## config.mk

```make
export PLATFORM = sky130hd
export DESIGN_NAME = inv_gate_guard
export DESIGN_NICKNAME = d
export VERILOG_FILES = /design/src/rtl/gg_pkg.sv /design/src/rtl/gg_sync2.sv /design/src/rtl/gg_supply_watch.sv /design/src/rtl/gg_fault_seq.sv /design/src/rtl/gg_gate_arm.sv /design/src/rtl/inv_gate_guard.sv
export SDC_FILE = /design/constraint.sdc
export NUM_CORES = 1
export LEC_CHECK = 0
export ABC_AREA = 1
export BUFFER_PORTS_ARGS = -buffer_cell sky130_fd_sc_hd__buf_4
export CORE_UTILIZATION = 52
export CTS_BUF_LIST = sky130_fd_sc_hd__clkbuf_4
export DETAILED_ROUTE_END_ITERATION = 7
export PLACE_DENSITY = 0.79
export SETUP_SLACK_MARGIN = 0.2
export SYNTH_ARGS = -nofsm -noshare
export SYNTH_HDL_FRONTEND = slang
export SYNTH_SLANG_ARGS = --single-unit
```

## constraint.sdc

```tcl
create_clock -name clk -period 1.5 [get_ports clk]
set_input_delay 0.15 -clock clk [delete_from_list [all_inputs] [get_ports clk]]
set_output_delay 0.15 -clock clk [all_outputs]
set_load 0.01 [all_outputs]
```

## src/rtl/gg_pkg.sv

```systemverilog
package gg_pkg;
    localparam int PHASES = 3;

    typedef enum logic [1:0] {
        FLT_IDLE,
        FLT_HOLD,
        FLT_EXTEND
    } flt_state_t;

    typedef enum logic {
        SUP_LOW,
        SUP_GOOD
    } sup_state_t;

    typedef enum logic {
        GATE_LOCKED,
        GATE_LIVE
    } gate_state_t;
endpackage

```

## src/rtl/gg_sync2.sv

```systemverilog
module gg_sync2 #(
    parameter int W = 1
) (
    input  logic         clk,
    input  logic         rst_n,
    input  logic [W-1:0] d,
    output logic [W-1:0] q
);
    logic [W-1:0] meta;

    always_ff @(posedge clk or negedge rst_n) begin
        if (!rst_n) begin
            meta <= '0;
            q    <= '0;
        end else begin
            meta <= d;
            q    <= meta;
        end
    end
endmodule

```

## src/rtl/gg_supply_watch.sv

```systemverilog
module gg_supply_watch
    import gg_pkg::*;
#(
    parameter int CODE_W = 8
) (
    input  logic              clk,
    input  logic              rst_n,
    input  logic [CODE_W-1:0] code,
    input  logic [CODE_W-1:0] trip,
    input  logic [CODE_W-1:0] rel,
    output logic              uv
);
    sup_state_t state, state_nx;

    always_ff @(posedge clk or negedge rst_n) begin
        if (!rst_n) state <= SUP_LOW;
        else        state <= state_nx;
    end

    always_comb begin
        state_nx = state;
        unique case (state)
            SUP_LOW:  if (code >= rel)  state_nx = SUP_GOOD;
            SUP_GOOD: if (code <= trip) state_nx = SUP_LOW;
            default:  state_nx = SUP_LOW;
        endcase
    end

    always_comb begin
        uv = (state == SUP_LOW);
    end


    band_hold_chk: assert property (@(posedge clk) disable iff (!rst_n)
        ((code > trip) && (code < rel)) |=> (uv == $past(uv)));
endmodule

```

## src/rtl/gg_fault_seq.sv

```systemverilog
module gg_fault_seq
    import gg_pkg::*;
#(
    parameter int FAULT_CYC = 200000
) (
    input  logic clk,
    input  logic rst_n,
    input  logic sc_hit,
    input  logic ls_uv,
    output logic fault_n,
    output logic lo_block
);
    localparam int CNT_W = (FAULT_CYC > 2) ? $clog2(FAULT_CYC) : 1;
    localparam logic [CNT_W-1:0] LOAD = CNT_W'(FAULT_CYC - 1);

    flt_state_t       state, state_nx;
    logic [CNT_W-1:0] cnt, cnt_nx;

    always_ff @(posedge clk or negedge rst_n) begin
        if (!rst_n) begin
            state <= FLT_IDLE;
            cnt   <= '0;
        end else begin
            state <= state_nx;
            cnt   <= cnt_nx;
        end
    end

    always_comb begin
        state_nx = state;
        cnt_nx   = cnt;
        unique case (state)
            FLT_IDLE: begin
                if (sc_hit || ls_uv) begin
                    state_nx = FLT_HOLD;
                    cnt_nx   = LOAD;
                end
            end
            FLT_HOLD: begin
                if (cnt != '0)   cnt_nx   = cnt - 1'b1;
                else if (ls_uv)  state_nx = FLT_EXTEND;
                else if (sc_hit) cnt_nx   = LOAD;
                else             state_nx = FLT_IDLE;
            end
            FLT_EXTEND: begin
                if (!ls_uv) begin
                    if (sc_hit) begin
                        state_nx = FLT_HOLD;
                        cnt_nx   = LOAD;
                    end else begin
                        state_nx = FLT_IDLE;
                    end
                end
            end
            default: begin
                state_nx = FLT_IDLE;
                cnt_nx   = '0;
            end
        endcase
    end

    always_comb begin
        fault_n  = (state == FLT_IDLE);
        lo_block = (state != FLT_IDLE) || ls_uv;
    end


    sc_raise_chk: assert property (@(posedge clk) disable iff (!rst_n)
        sc_hit |=> !fault_n);


    uv_raise_chk: assert property (@(posedge clk) disable iff (!rst_n)
        ls_uv |=> !fault_n);


    release_clean_chk: assert property (@(posedge clk) disable iff (!rst_n)
        $rose(fault_n) |-> !$past(ls_uv));


    no_overflow_chk: assert property (@(posedge clk) disable iff (!rst_n)
        cnt <= LOAD);
endmodule

```

## src/rtl/gg_gate_arm.sv

```systemverilog
module gg_gate_arm
    import gg_pkg::*;
(
    input  logic clk,
    input  logic rst_n,
    input  logic cmd_s,
    input  logic blk,
    output logic gate_en
);
    gate_state_t state, state_nx;
    logic        cmd_prev;

    always_ff @(posedge clk or negedge rst_n) begin
        if (!rst_n) begin
            state    <= GATE_LOCKED;
            cmd_prev <= 1'b0;
        end else begin
            state    <= state_nx;
            cmd_prev <= cmd_s;
        end
    end

    always_comb begin
        state_nx = state;
        unique case (state)
            GATE_LOCKED: if (!blk && cmd_s && !cmd_prev) state_nx = GATE_LIVE;
            GATE_LIVE:   if (blk) state_nx = GATE_LOCKED;
            default:     state_nx = GATE_LOCKED;
        endcase
    end

    always_comb begin
        gate_en = (state == GATE_LIVE) && cmd_s && !blk;
    end
endmodule

```

## src/rtl/inv_gate_guard.sv

```systemverilog
module inv_gate_guard
    import gg_pkg::*;
#(
    parameter int CODE_W    = 8,
    parameter int FAULT_CYC = 200000
) (
    input  logic                     clk,
    input  logic                     rst_n,
    input  logic [PHASES-1:0]        cmd_hi,
    input  logic [PHASES-1:0]        cmd_lo,
    input  logic                     sc_flag,
    input  logic [CODE_W-1:0]        lo_code,
    input  logic [PHASES*CODE_W-1:0] hi_code,
    input  logic [CODE_W-1:0]        lo_trip,
    input  logic [CODE_W-1:0]        lo_rel,
    input  logic [CODE_W-1:0]        hi_trip,
    input  logic [CODE_W-1:0]        hi_rel,
    output logic [PHASES-1:0]        gate_hi,
    output logic [PHASES-1:0]        gate_lo,
    output logic                     fault_n
);
    localparam int SYNC_W = 2 * PHASES + 1;

    logic [SYNC_W-1:0] raw_in, syn_out;
    logic [PHASES-1:0] hi_cmd_s, lo_cmd_s, hs_uv;
    logic              sc_s, ls_uv, lo_block;

    assign raw_in = {sc_flag, cmd_lo, cmd_hi};

    gg_sync2 #(.W(SYNC_W)) u_sync (
        .clk(clk), .rst_n(rst_n), .d(raw_in), .q(syn_out)
    );

    assign hi_cmd_s = syn_out[PHASES-1:0];
    assign lo_cmd_s = syn_out[2*PHASES-1:PHASES];
    assign sc_s     = syn_out[SYNC_W-1];

    gg_supply_watch #(.CODE_W(CODE_W)) u_lo_sup (
        .clk(clk), .rst_n(rst_n), .code(lo_code),
        .trip(lo_trip), .rel(lo_rel), .uv(ls_uv)
    );

    gg_fault_seq #(.FAULT_CYC(FAULT_CYC)) u_fault (
        .clk(clk), .rst_n(rst_n), .sc_hit(sc_s), .ls_uv(ls_uv),
        .fault_n(fault_n), .lo_block(lo_block)
    );

    for (genvar p = 0; p < PHASES; p++) begin : g_phase
        gg_supply_watch #(.CODE_W(CODE_W)) u_hi_sup (
            .clk(clk), .rst_n(rst_n), .code(hi_code[p*CODE_W +: CODE_W]),
            .trip(hi_trip), .rel(hi_rel), .uv(hs_uv[p])
        );

        gg_gate_arm u_hi_gate (
            .clk(clk), .rst_n(rst_n), .cmd_s(hi_cmd_s[p]),
            .blk(hs_uv[p]), .gate_en(gate_hi[p])
        );

        gg_gate_arm u_lo_gate (
            .clk(clk), .rst_n(rst_n), .cmd_s(lo_cmd_s[p]),
            .blk(lo_block), .gate_en(gate_lo[p])
        );


        hi_uv_off_chk: assert property (@(posedge clk) disable iff (!rst_n)
            hs_uv[p] |-> !gate_hi[p]);
    end


    lo_off_in_fault_chk: assert property (@(posedge clk) disable iff (!rst_n)
        (gate_lo != '0) |-> fault_n);
endmodule

```

Word level (Yosys, flattened, before mapping)
Index checks and enable logic that the tools add are counted.
W data, S select, Z words.
{"block": "classes", "eq_ne": 6, "n_reduce_logical": 37, "addsub": 1, "n_mux": 40, "bitwise_logic": 10, "magnitude_cmp": 8}
{"op": "$mux W18", "n": 4}
{"op": "$pmux W18 S3", "n": 1}
{"op": "$ge A8 B8 Y1", "n": 4}
{"op": "$le A8 B8 Y1", "n": 4}
{"op": "$logic_and A1 B1 Y1", "n": 24}
{"op": "$pmux W1 S2", "n": 10}
{"op": "$mux W1", "n": 19}
{"op": "$reduce_bool A18 Y1", "n": 1}
{"op": "$sub A18 B1 Y18 const B", "n": 1}
{"op": "$mux W2", "n": 5}
{"op": "$not A1 Y1", "n": 10}
{"op": "$logic_not A1 Y1", "n": 7}
{"op": "$pmux W2 S3", "n": 1}
{"op": "$ne A2 B2 Y1 const B", "n": 2}
{"op": "$reduce_and A4 Y1", "n": 1}
{"op": "$ne A3 B3 Y1 const B", "n": 1}
{"op": "$eq A2 B1 Y1 const B", "n": 1}
{"op": "$eq A2 B2 Y1 const B", "n": 1}
{"op": "$logic_not A2 Y1", "n": 1}
{"op": "$logic_or A1 B1 Y1", "n": 2}
{"op": "$ne A2 B1 Y1 const B", "n": 1}
{"op": "$reduce_bool A2 Y1", "n": 1}
{"block": "totals", "word_cells": 122, "output_inout_bits": 7, "ff_bits": 50}

Depth between registers and ports, before layout
Gate-level depths: netlist (run 1).
{"block": "logic_depth", "word_depth": 7, "mapped_depth": 12, "mapped_depth_nobuf": 12}

By module
From an unflattened synthesis (run 1), not the netlist that was laid out.
{"block": "unflattened", "cells_unflattened": 617, "hier_area_um2": 4347.9}
{"mod": "gg_supply_watch", "area_each_um2": 465.4, "cells_each": 72, "n_inst": 4}
{"mod": "gg_fault_seq", "area_each_um2": 1670.4, "cells_each": 261, "n_inst": 1}
{"mod": "gg_gate_arm", "area_each_um2": 77.6, "cells_each": 9, "n_inst": 6}
{"mod": "gg_sync2", "area_each_um2": 350.3, "cells_each": 14, "n_inst": 1}

Least setup slack after synthesis (run 1)
No wires, ideal clock.
{"block": "synth_path", "kind": "register -> register", "startpoint": "reg u_fault.cnt[0]", "endpoint": "reg u_fault.cnt[4]", "arrival_ns": 1.408, "setup_time_ns": 0.123, "stages_incl_launch_ff": 10, "setup_slack_ns": -0.031, "path_cell_list": "dfrtp_1 -> clkinv_1 -> ha_1 -> nand2_2 -> nor2_4 -> nand2_2 -> nor2_1 -> nand3_1 -> o21ai_1 -> o21ai_1"}
{"block": "synth_via", "elab_chain_len": 3}
{"item": "start: declaration", "line": "gg_fault_seq.sv:17", "text": "logic [CNT_W-1:0] cnt, cnt_nx;"}
{"item": "start signal: assignment", "line": "gg_fault_seq.sv:25", "text": "cnt <= cnt_nx;"}
{"item": "$sub A18 B1 Y18 or $reduce_bool A18 Y1 (tied branches)", "line": "gg_fault_seq.sv:40", "text": "if (cnt != '0) cnt_nx = cnt - 1'b1;"}
{"item": "$mux W18 *", "line": "gg_fault_seq.sv:40"}
{"item": "$pmux W18 S3 *", "line": "gg_fault_seq.sv:32", "text": "unique case (state)"}
Every way passes the cells marked *; elsewhere a longest branch is shown, timed or not.
A chain may end at the register's enable or synchronous reset.

Worst setup path after layout (run 1)
{"block": "layout_path", "startpoint": "reg u_fault.cnt[4]", "endpoint": "reg u_fault.cnt[4]"}
{"block": "layout_via", "elab_chain_len": 4}
{"item": "branches (longest 3 deep; another with $sub A18 B1 Y18)"}
{"item": "$pmux W18 S3 *", "line": "gg_fault_seq.sv:32"}
Every way passes the cells marked *.

==> run metrics, run 1 <==
run status finished with violations; failing checks negative setup slack; layout cells sized above 1 34.40%; Setup crit start kind flip-flop; Layout Utilization about three quarters; Setup Skew 0.006295 ns; Area Overhead vs Synth 39.14%; CTS Root Cell clkbuf_4; Arrival @ worst endpoint about 1.9 ns; routed len/inst 14.85 um; Hold Worst Slack approximately 0.18 ns; Synth area leaders dfrtp_1 31%, ha_1 20%, nand2_1 11%, inv_1 6.8%, a21oi_1 4.9%; H-tree Lvls 2; FP Rows 32; Worst-path clk slew approximately 0.17 ns; worst hold path type in -> async; Max Slew Vio Count 0; number of flops mapped to enable cells by yosys 0; Slowest cell on crit path dfrtp_1; fmax roughly 0.62 GHz; Num CTS Buffers 5; Initial Util 53.35%; Setup Viol. Count Final 18; ANT cells 0; cells along the critical path nor2_4, nand2_2, nor2_4, nand2_4, nor2_2, nand3_1, o21ai_1, o21ai_1; Tot GR Track Use ~29%; Syn Inst Count about 540; Die X around 90 um; Data required, critical path 1.79 ns; synthesized area approximately 4100 sq um; cell taking the most area after synthesis dfrtp_1; Distinct cells, synth 34; initial antenna violation count 0; Post-synth top flop dfrtp_1; Max-slew headroom approximately 81%; post-DP HPWL just under 9000 um; GRT overflow 0; Skew-Pair Late Insertion Delay roughly 0.38 ns; final hold vios 0; #FFs+latches synth 50; P per Cell Area between 900 and 1000 nW/um^2; Core Area just under 8000 sq um; sequential area share after synthesis a little under a third; Post-Syn Area per Cell around 7.7 sq um; Vias about 4200; Worst IR Drop VDD about 690 uV; Initial DRC Count ~190; CTS tree done; reg-to-reg startpoint u_fault.cnt[4]$_DFFE_PN0N_; crit path setup slack, layout -0.1054 ns; most common cell after layout, fill and taps aside buf_4; vias in the first global route 4300; nets@finish between 800 and 900; reg2reg path depth 8; CP peak stage delay 0.48 ns; CTS Sinks 50; Placed Instance Area between 5000 and 6000 sq um; Max clock buf depth 2; Ports 80; DRT antenna net count 0; ys async rst share 100.0%; setup TNS -0.7526 ns; syn nets 674; DRT Pass-1 Iters 5; RD Place Congestion a little under 1; post-synth top area share between 30% and 40%; post-layout min period ~1.6 ns; final worst-path cycle share 107.0%; Worst-Margin Slew 0.2798 ns; Die Y slightly above 90 um; Setup crit end kind flip-flop; largest net degree at the start of global routing 34; CP Max Fanout 3; first-pass GRT wire length between 15000 and 20000 um; post-route cell area around 5700 sq um; most frequent cells in the layout 132 x buf_4, 114 x nand2_1, 69 x inv_1; RSZ-0062 raised after global routing yes; Leak between 3 and 4 nW; critical path class reg -> reg; IO buf count 79; DRC viols 0; worst reg-to-reg setup slack -0.11 ns; reg2reg end u_fault.cnt[4]$_DFFE_PN0N_; max-cap violations 0; die area 8246 sq um; vias per cell approximately 5.4; synth warn 0; final wirelength 11700 um
[flip-flops by register name (all words and copies together) (netlist names)]
name                        flops
g_phase.u_lo_gate.state         3
g_phase.u_hi_sup.state          3
g_phase.u_hi_gate.cmd_prev      3
u_sync.meta                     7
g_phase.u_hi_gate.state         3
u_lo_sup.state                  1
u_fault.state                   2
u_fault.cnt                    18
g_phase.u_lo_gate.cmd_prev      3
u_sync.q                        7
[how the worst max path moves through the flow]
stage | startpoint | end | slack, ns | cells after the start
3_5_place_dp | u_fault.cnt[1]$_DFFE_PN0N_ | u_fault.cnt[4]$_DFFE_PN0N_ | -0.05 | 9
3_3_place_gp | u_fault.cnt[1]$_DFFE_PN0N_ | u_fault.cnt[3]$_DFFE_PN0N_ | 0.02 | 11
2_1_floorplan | u_fault.cnt[0]$_DFFE_PN0N_ | u_fault.cnt[4]$_DFFE_PN0N_ | 0.14 | 9
6_report | u_fault.cnt[4]$_DFFE_PN0N_ | u_fault.cnt[4]$_DFFE_PN0N_ | -0.11 | 8
5_1_grt | u_fault.cnt[1]$_DFFE_PN0N_ | u_fault.cnt[4]$_DFFE_PN0N_ | -0.17 | 9
4_1_cts | u_fault.state[0]$_DFFE_PN0P_ | gate_lo[0] | -0.08 | 5
[metal layers]
metal	GRT usage, %	part of all wire (%)
met1	34.17	42
met2	53.35	51
met3	2.694	5.0
met4	8.862	2.1
met5	0	0
[Yosys cell counts (all sizes together), types with 3 or more instances]
cell type  count
nand3b         3
ha            65
dfrtp         50
buf           10
nand2        135
o2111ai        4
a31oi          4
nor3           3
xor2           3
nand4         16
o211ai         6
a21oi         40
nor2          57
nand3         25
o21ai         29
inv           78
[cell families after synthesis]
| kind of cell | after synthesis | share of synthesized area (%) |
|---|---|---|
| AND/OR/NAND/NOR | 240 | 27.85 |
| buffers and inverters | 89 | 8.938 |
| AO/OA/AOI/OAI | 87 | 11.81 |
| adder cells (fa/ha/maj) | 65 | 19.83 |
| flip-flops | 50 | 30.51 |
| XOR/XNOR | 5 | 1.068 |
[stage by stage]
stage / power [mW] / setup slack [ns] / instances
after global routing: 5.770 / -0.1745 / 788
final: 5.419 / -0.1054 / 788
after CTS: 5.192 / -0.07787 / 782
after detailed placement: 4.144 / -0.05462 / 745
after global placement: 4.070 / 0.02042 / 745
after floorplan: 3.159 / 0.1444 / 536
[power by group]
group          internal (mW)  total, mW  switching, mW  leakage [nW]
Combinational           1.29       2.86           1.57          2.48
Sequential              1.58       1.85          0.270         0.583
Clock                  0.202      0.706          0.504        0.0373
[critical path, delay by kind of cell, from the launching register on]
family | cells | cell delay (ns)
flops | 1 | 0.48
simple gates | 6 | 0.80
compound gates | 2 | 0.24
[timing repair]
item / 4_1_cts / 5_1_grt
gates resized for setup: 48 / 32
endpoints found under the setup margin: 25 / 27
pin swaps: 19 / 14
gates cloned: 1 / 0
hold endpoints to repair: 57 / 0
buffers inserted: 20 / 6
hold buffers: 8 / 0
[cell type report]
cell class,instances,area [sq um]
multi-input cells,398,2740
fillers,602,1981
flip-flops and latches,50,1262
repair buffers,151,1207
inverters,79,302.8
well taps,102,127.6
clock buffers,5,37.54
clock inverters,3,28.78
Power figures use the tool's default switching activity.
==> run 2, diff against run 1 <==
--- a/config.mk
+++ b/config.mk
@@ -7,10 +7,10 @@
 export LEC_CHECK = 0
 export ABC_AREA = 1
 export BUFFER_PORTS_ARGS = -buffer_cell sky130_fd_sc_hd__buf_4
-export CORE_UTILIZATION = 52
-export CTS_BUF_LIST = sky130_fd_sc_hd__clkbuf_4
+export CORE_MARGIN = 2
+export CORE_UTILIZATION = 51
 export DETAILED_ROUTE_END_ITERATION = 7
-export PLACE_DENSITY = 0.79
+export PLACE_DENSITY = 0.78
 export SETUP_SLACK_MARGIN = 0.2
 export SYNTH_ARGS = -nofsm -noshare
 export SYNTH_HDL_FRONTEND = slang
==> run 2 against run 1 <==
Net effect:
- the run still ends with negative setup slack left
- non-clock buffer count shrank 3
- clock skew grew 0.0028 ns
- largest power group unchanged
- critical path depth is the same
==> run metrics, run 2 (same netlist as run 1, synthesis figures left out) <==
post-layout min period 1.590 ns (-0.01550 ns); Num CTS Buffers 5 (unchanged); sequential cell area 1256 sq um (-0.50%); Data required, critical path 1.72 ns (-0.07 ns); Setup Viol. Count Final 7 (-11); H-tree Lvls 2 (unchanged); DRC viols 0 (unchanged); post-DP HPWL 8661 um (-1.3%); RD Place Congestion 0.9991 (+1.8%); cells along the critical path nor2_2, nand2_1, nor2_1, nand4_1, nand3_1, nand2_1, nand2_1, nand2_1; Area Overhead vs Synth 39.84%; Setup crit start kind flip-flop; fmax 0.6290 GHz (+0.97%); most common cell after layout, fill and taps aside buf_4; final wirelength 11720 um (+0.18%); FP Rows 32 (unchanged); number of flip-flops in the largest register 18 (unchanged); DRT antenna net count 0 (unchanged); Setup crit end kind flip-flop; Filler cells 578 (-4.0%); Skew-Pair Late Insertion Delay 0.32 ns (-0.06 ns); CP peak stage delay 0.46 ns (-0.02 ns); P per Cell Area 979.8 nW/um^2 (+3.2%); vias per cell 5.349 (-0.61%); IO buf count 79 (unchanged); Largest Register u_fault.cnt; worst hold path type in -> reg; Post-Layout Cell Count 785 (-0.38%); Setup Skew 0.009065 ns (+0.002770 ns); Ports 80 (unchanged); CTS Root Cell clkbuf_8; Leak 3.103 nW (+0.18%); routing usage on met3 3.531% (+0.84 points); first-pass GRT wire length 18330 um (-2.7%); routed len/inst 14.93 um (+0.56%); Initial DRC Count 296 (+58%); nets@finish 820 (-0.36%); Die Y 93.68 um (+3.2%); ANT cells 0 (unchanged); Placed Instance Area 5101 sq um (+0.44%); CTS tree done; Top Usage Layer GRT met2; Layout Utilization 73.84% (-0.39 points); Tot GR Track Use 26.17% (-2.3 points); dpl cells 748 (+0.40%); Final Power 5.619 mW (+3.7%); final worst-path cycle share 106.0% (-1.0 points); Top cell by count, worst path nand2_1; largest net degree at the start of global routing 51 (+50%); failing checks negative setup slack; most frequent cells in the layout 125 x buf_4, 116 x nand2_1, 72 x inv_1; max-cap violations 0 (unchanged); Die X 93.68 um (+3.2%); run status finished with violations; Max Slew Vio Count 0 (unchanged); Worst-Margin Slew 0.6449 ns (+0.3651 ns); GRT overflow 0 (unchanged); area of the multi-input gates 2754 sq um (+0.50%); Core Area 7767 sq um (+1.0%); die area 8775 sq um (+6.4%); DRT Pass-1 Iters 8 (+3); met2 GRT Util 46.10% (-7.2 points); Max clock buf depth 2 (unchanged); CTS Sinks 50 (unchanged); layout cells sized above 1 33.09% (-1.3 points); final hold vios 0 (unchanged); Max-slew headroom 57.01% (-24 points); Initial Util 52.80% (-0.55 points); Hold Worst Slack 0.2534 ns (+0.07776 ns); met1 GRT Util 33.11% (-1.1 points); Worst IR Drop VDD 769.8 uV (+11%); post-route cell area 5736 sq um (+0.50%); RSZ-0062 raised after global routing yes; Worst-path clk slew 0.11 ns (-0.06 ns); Vias 4199 (-0.99%); CP Max Fanout 3 (unchanged); largest registers u_fault.cnt x18, u_sync.meta x7, u_sync.q x7; Arrival @ worst endpoint 1.81 ns (-0.09 ns); vias in the first global route 4140 (-3.7%); crit path setup slack, layout -0.08990 ns (+0.01550 ns); critical path class reg -> reg; Slowest cell on crit path dfrtp_1; initial antenna violation count 0 (unchanged)
-- run 2: cell count changes in the layout (fill, tap and decap cells not counted), moves of 3 or more --
cell and delta:
clkbuf_8 +5, buf_4 -7, nand3_1 -5, inv_1 +3, dfrtp_1 +5, nand2_2 -3
dfrtp_2 -5, nand3_2 +5, buf_6 +4, clkbuf_4 -5
-- run 2: what timing repair did --
action,in CTS,in global routing
endpoints found under the hold margin,57,0
gates cloned,1,0
buffers inserted,15,5
pin swaps,20,23
endpoints found under the setup margin,24,24
hold buffers,8,0
resized for setup,27,49
-- run 2: worst max-delay path, delay by kind of cell, from the launching register on --
kind	cells	cell delay (ns)
simple gates	8	1.03
flops	1	0.46
-- run 2: area by class of cell --
type | count | area share [%]
Clock buffer | 5 | 1.200
Clock inverter | 3 | 0.5017
Inverter | 79 | 5.236
Multi-Input combinational cell | 398 | 48.01
Sequential cell | 50 | 21.90
Tap cell | 102 | 2.225
Timing Repair Buffer | 148 | 20.92
-- run 2: metrics by stage --
stage / worst slack [ns] / TNS [ns]
2_1_floorplan: 0.1444 / 0
3_3_place_gp: -0.03231 / -0.04927
3_5_place_dp: 0.003883 / 0
4_1_cts: 0.009780 / 0
5_1_grt: -0.1561 / -1.569
6_report: -0.08990 / -0.2098
-- run 2: worst paths after layout --
path                                                 start  cells past startpoint  slack, ns                            to
worst max-delay path            u_fault.cnt[5]$_DFFE_PN0N_                      8      -0.09   u_fault.cnt[17]$_DFFE_PN0N_
worst min-delay path                            lo_trip[0]                      5       0.25      u_lo_sup.state$_DFF_PN0_
worst max register to register  u_fault.cnt[5]$_DFFE_PN0N_                      8      -0.09   u_fault.cnt[17]$_DFFE_PN0N_
worst min register to register    u_sync.meta[5]$_DFF_PN0_                      0       0.36         u_sync.q[5]$_DFF_PN0_
max in group asynchronous                            rst_n                      2       0.64  u_fault.state[1]$_DFFE_PN0P_
min in group asynchronous                            rst_n                      2       0.38   u_fault.cnt[15]$_DFFE_PN0N_
-- run 2: power breakdown --
group	switching, mW	internal (mW)	leakage, nW	total (mW)
clock network	0.523	0.347	0.0502	0.870
logic	1.61	1.31	2.46	2.92
registers	0.250	1.58	0.590	1.83
-- run 2: per-layer routing --
| metal | share of wire (%) | up-vias |
|---|---|---|
| li1 | - | 2066 |
| met4 | 2.5 | 0 |
| met2 | 49 | 168 |
| met1 | 42 | 1925 |
| met3 | 6.2 | 40 |
| met5 | 0 | - |
==> run 3, diff against run 2 <==
--- a/config.mk
+++ b/config.mk
@@ -7,9 +7,9 @@
 export LEC_CHECK = 0
 export ABC_AREA = 1
 export BUFFER_PORTS_ARGS = -buffer_cell sky130_fd_sc_hd__buf_4
-export CORE_MARGIN = 2
 export CORE_UTILIZATION = 51
 export DETAILED_ROUTE_END_ITERATION = 7
+export GPL_TIMING_DRIVEN = 0
 export PLACE_DENSITY = 0.78
 export SETUP_SLACK_MARGIN = 0.2
 export SYNTH_ARGS = -nofsm -noshare
==> run 3 against run 2 <==
Net effect:
- the run still ends with negative setup slack left
- die area decreased by 4.2%
- critical path type unchanged
- via count decreased by 0.79%
- final cell count decreased by 2.0%
- total power decreased by 5.9%
- hold slack got worse by 0.017 ns
- maximum frequency increased by 2.7%
- cell area decreased by 3.1%
- count of clock-buffer cells in the layout unchanged
==> run metrics, run 3 (same netlist as run 1, synthesis figures left out) <==
reg2reg path depth 8 (unchanged); Setup Skew 0.009620 ns (+0.0005547 ns); Largest Register u_fault.cnt; vias per cell 5.417 (+1.3%); H-tree Lvls 2 (unchanged); Filler cells 601 (+4.0%); Placed Instance Area 4851 sq um (-4.9%); Vias 4166 (-0.79%); layout cells sized above 1 32.08% (-1.0 points); crit path setup slack, layout -0.04846 ns (+0.04144 ns); largest net degree at the start of global routing 51 (unchanged); Setup Viol. Count Final 13 (+6); Die Y 91.68 um (-2.1%); post-DP HPWL 7887 um (-8.9%); Setup crit start kind flip-flop; run status finished with violations; max-cap violations 0 (unchanged); worst reg-to-reg setup slack -0.05 ns (+0.04 ns); Core Area 7767 sq um (unchanged); sequential cell area 1265 sq um (+0.70%); final worst-path cycle share 103.2% (-2.8 points); Worst-path clk slew 0.11 ns (about the same); Tot GR Track Use 26.55% (+0.38 points); DRT antenna net count 0 (unchanged); fmax 0.6458 GHz (+2.7%); CTS Sinks 50 (unchanged); reg-to-reg startpoint u_fault.cnt[5]$_DFFE_PN0N_; P per Cell Area 951.8 nW/um^2 (-2.9%); Die X 91.68 um (-2.1%); CTS tree done; post-layout min period 1.548 ns (-0.04144 ns); Num CTS Buffers 5 (unchanged); Post-Layout Cell Count 769 (-2.0%); area of the multi-input gates 2695 sq um (-2.1%); dpl cells 717 (-4.1%); RD Place Congestion 0.9443 (-5.5%); Hold Worst Slack 0.2368 ns (-0.01658 ns); Worst Hold Depth 5 (unchanged); DRC viols 0 (unchanged); DRT Pass-1 Iters 4 (-4); first-pass GRT wire length 17670 um (-3.6%); hold endpoint u_lo_sup.state$_DFF_PN0_; Worst IR Drop VDD 636.3 uV (-17%); IO buf count 79 (unchanged); Max-slew headroom 57.46% (+0.45 points); CTS Root Cell clkbuf_8; Worst-Margin Slew 0.6381 ns (-0.006798 ns); Max Slew Vio Count 0 (unchanged); Skew-Pair Late Insertion Delay 0.32 ns (about the same); nets@finish 804 (-2.0%); Data required, critical path 1.75 ns (+0.03 ns); Max clock buf depth 2 (unchanged); final wirelength 11030 um (-5.9%); hold path startpoint lo_trip[0]; Setup crit end kind flip-flop; die area 8404 sq um (-4.2%); Initial Util 52.80% (unchanged); Final Power 5.290 mW (-5.9%); FP Rows 32 (unchanged); Initial DRC Count 175 (-41%); RSZ-0062 raised after global routing yes; GRT overflow 0 (unchanged); largest registers u_fault.cnt x18, u_sync.meta x7, u_sync.q x7; Arrival @ worst endpoint 1.80 ns (about the same); vias in the first global route 4092 (-1.2%); Leak 2.949 nW (-5.0%); worst hold path type in -> reg; Area Overhead vs Synth 35.51%; number of flip-flops in the largest register 18 (unchanged); final hold vios 0 (unchanged); most common cell after layout, fill and taps aside nand2_1; most frequent cells in the layout 117 x nand2_1, 109 x buf_4, 67 x inv_1; post-route cell area 5558 sq um (-3.1%); Ports 80 (unchanged); critical path class reg -> reg; routed len/inst 14.34 um (-4.0%); CP Max Fanout 5 (+2); initial antenna violation count 0 (unchanged); failing checks negative setup slack; reg2reg end u_fault.cnt[16]$_DFFE_PN0N_; ANT cells 0 (unchanged)
-- run 3: cell count changes in the layout (fill, tap and decap cells not counted), sizes merged --
cell,change
nand2,-1
clkinvlp,+3
buf,-15
inv,-1
clkinv,-2
-- run 3: power breakdown --
group,internal (mW),total (mW),leakage [nW],switching (mW)
clock network,0.335,0.848,0.0408,0.513
registers,1.59,1.86,0.584,0.271
logic,1.14,2.58,2.32,1.45
total,3.06,5.29,2.95,2.23
-- run 3: layout make-up --
cell class | instances | share of cell area, %
Buffer | 10 | 1.576
Clock buffer | 5 | 1.238
Clock inverter | 3 | 0.4277
Inverter | 79 | 5.493
Multi-Input combinational cell | 397 | 48.49
Sequential cell | 50 | 22.76
Tap cell | 102 | 2.296
Timing Repair Buffer | 123 | 17.72
-- run 3: timing repair --
action,4_1_cts,5_1_grt
hold endpoints to repair,57,0
setup endpoints to repair,23,27
hold buffers,8,0
pin swaps,13,16
setup buffers,25,11
resized for setup,33,46
-- run 3: worst max-delay path: stages, from the launching register on --
cell      delay, ns
dfrtp_2        0.47
nor2_4         0.16
nand2_2        0.10
nor2_4         0.19
buf_4          0.15
nand3b_1       0.09
nand2_1        0.11
nand3_1        0.08
a21oi_1        0.13
-- run 3: metrics by stage --
stage | TNS, ns | setup slack, ns | utilization [%]
after global placement | -0.03578 | -0.01582 | 62.45
after CTS | -0.08808 | -0.03449 | 68.33
after floorplan | 0 | 0.1444 | -
after global routing | -1.733 | -0.1324 | 71.55
after detailed placement | -0.2196 | -0.08520 | 62.45
final | -0.3386 | -0.04846 | 71.55
-- run 3: worst max-delay path by stage --
stage                                 start                          end  slack, ns
3_5_place_dp     u_fault.cnt[0]$_DFFE_PN0N_   u_fault.cnt[4]$_DFFE_PN0N_      -0.09
4_1_cts        u_fault.state[0]$_DFFE_PN0P_                   gate_lo[1]      -0.03
3_3_place_gp     u_fault.cnt[0]$_DFFE_PN0N_   u_fault.cnt[4]$_DFFE_PN0N_      -0.02
5_1_grt          u_fault.cnt[6]$_DFFE_PN0N_  u_fault.cnt[14]$_DFFE_PN0N_      -0.13
2_1_floorplan    u_fault.cnt[0]$_DFFE_PN0N_   u_fault.cnt[4]$_DFFE_PN0N_       0.14
6_report         u_fault.cnt[5]$_DFFE_PN0N_  u_fault.cnt[16]$_DFFE_PN0N_      -0.05
-- run 3: per-layer routing --
metal	global-route usage (%)	vias up	share of wire, %
li1	-	2040	-
met3	4.643	44	6.9
met5	0	-	0
met4	12.04	0	3.5
met2	47.49	182	50
met1	30.84	1900	39
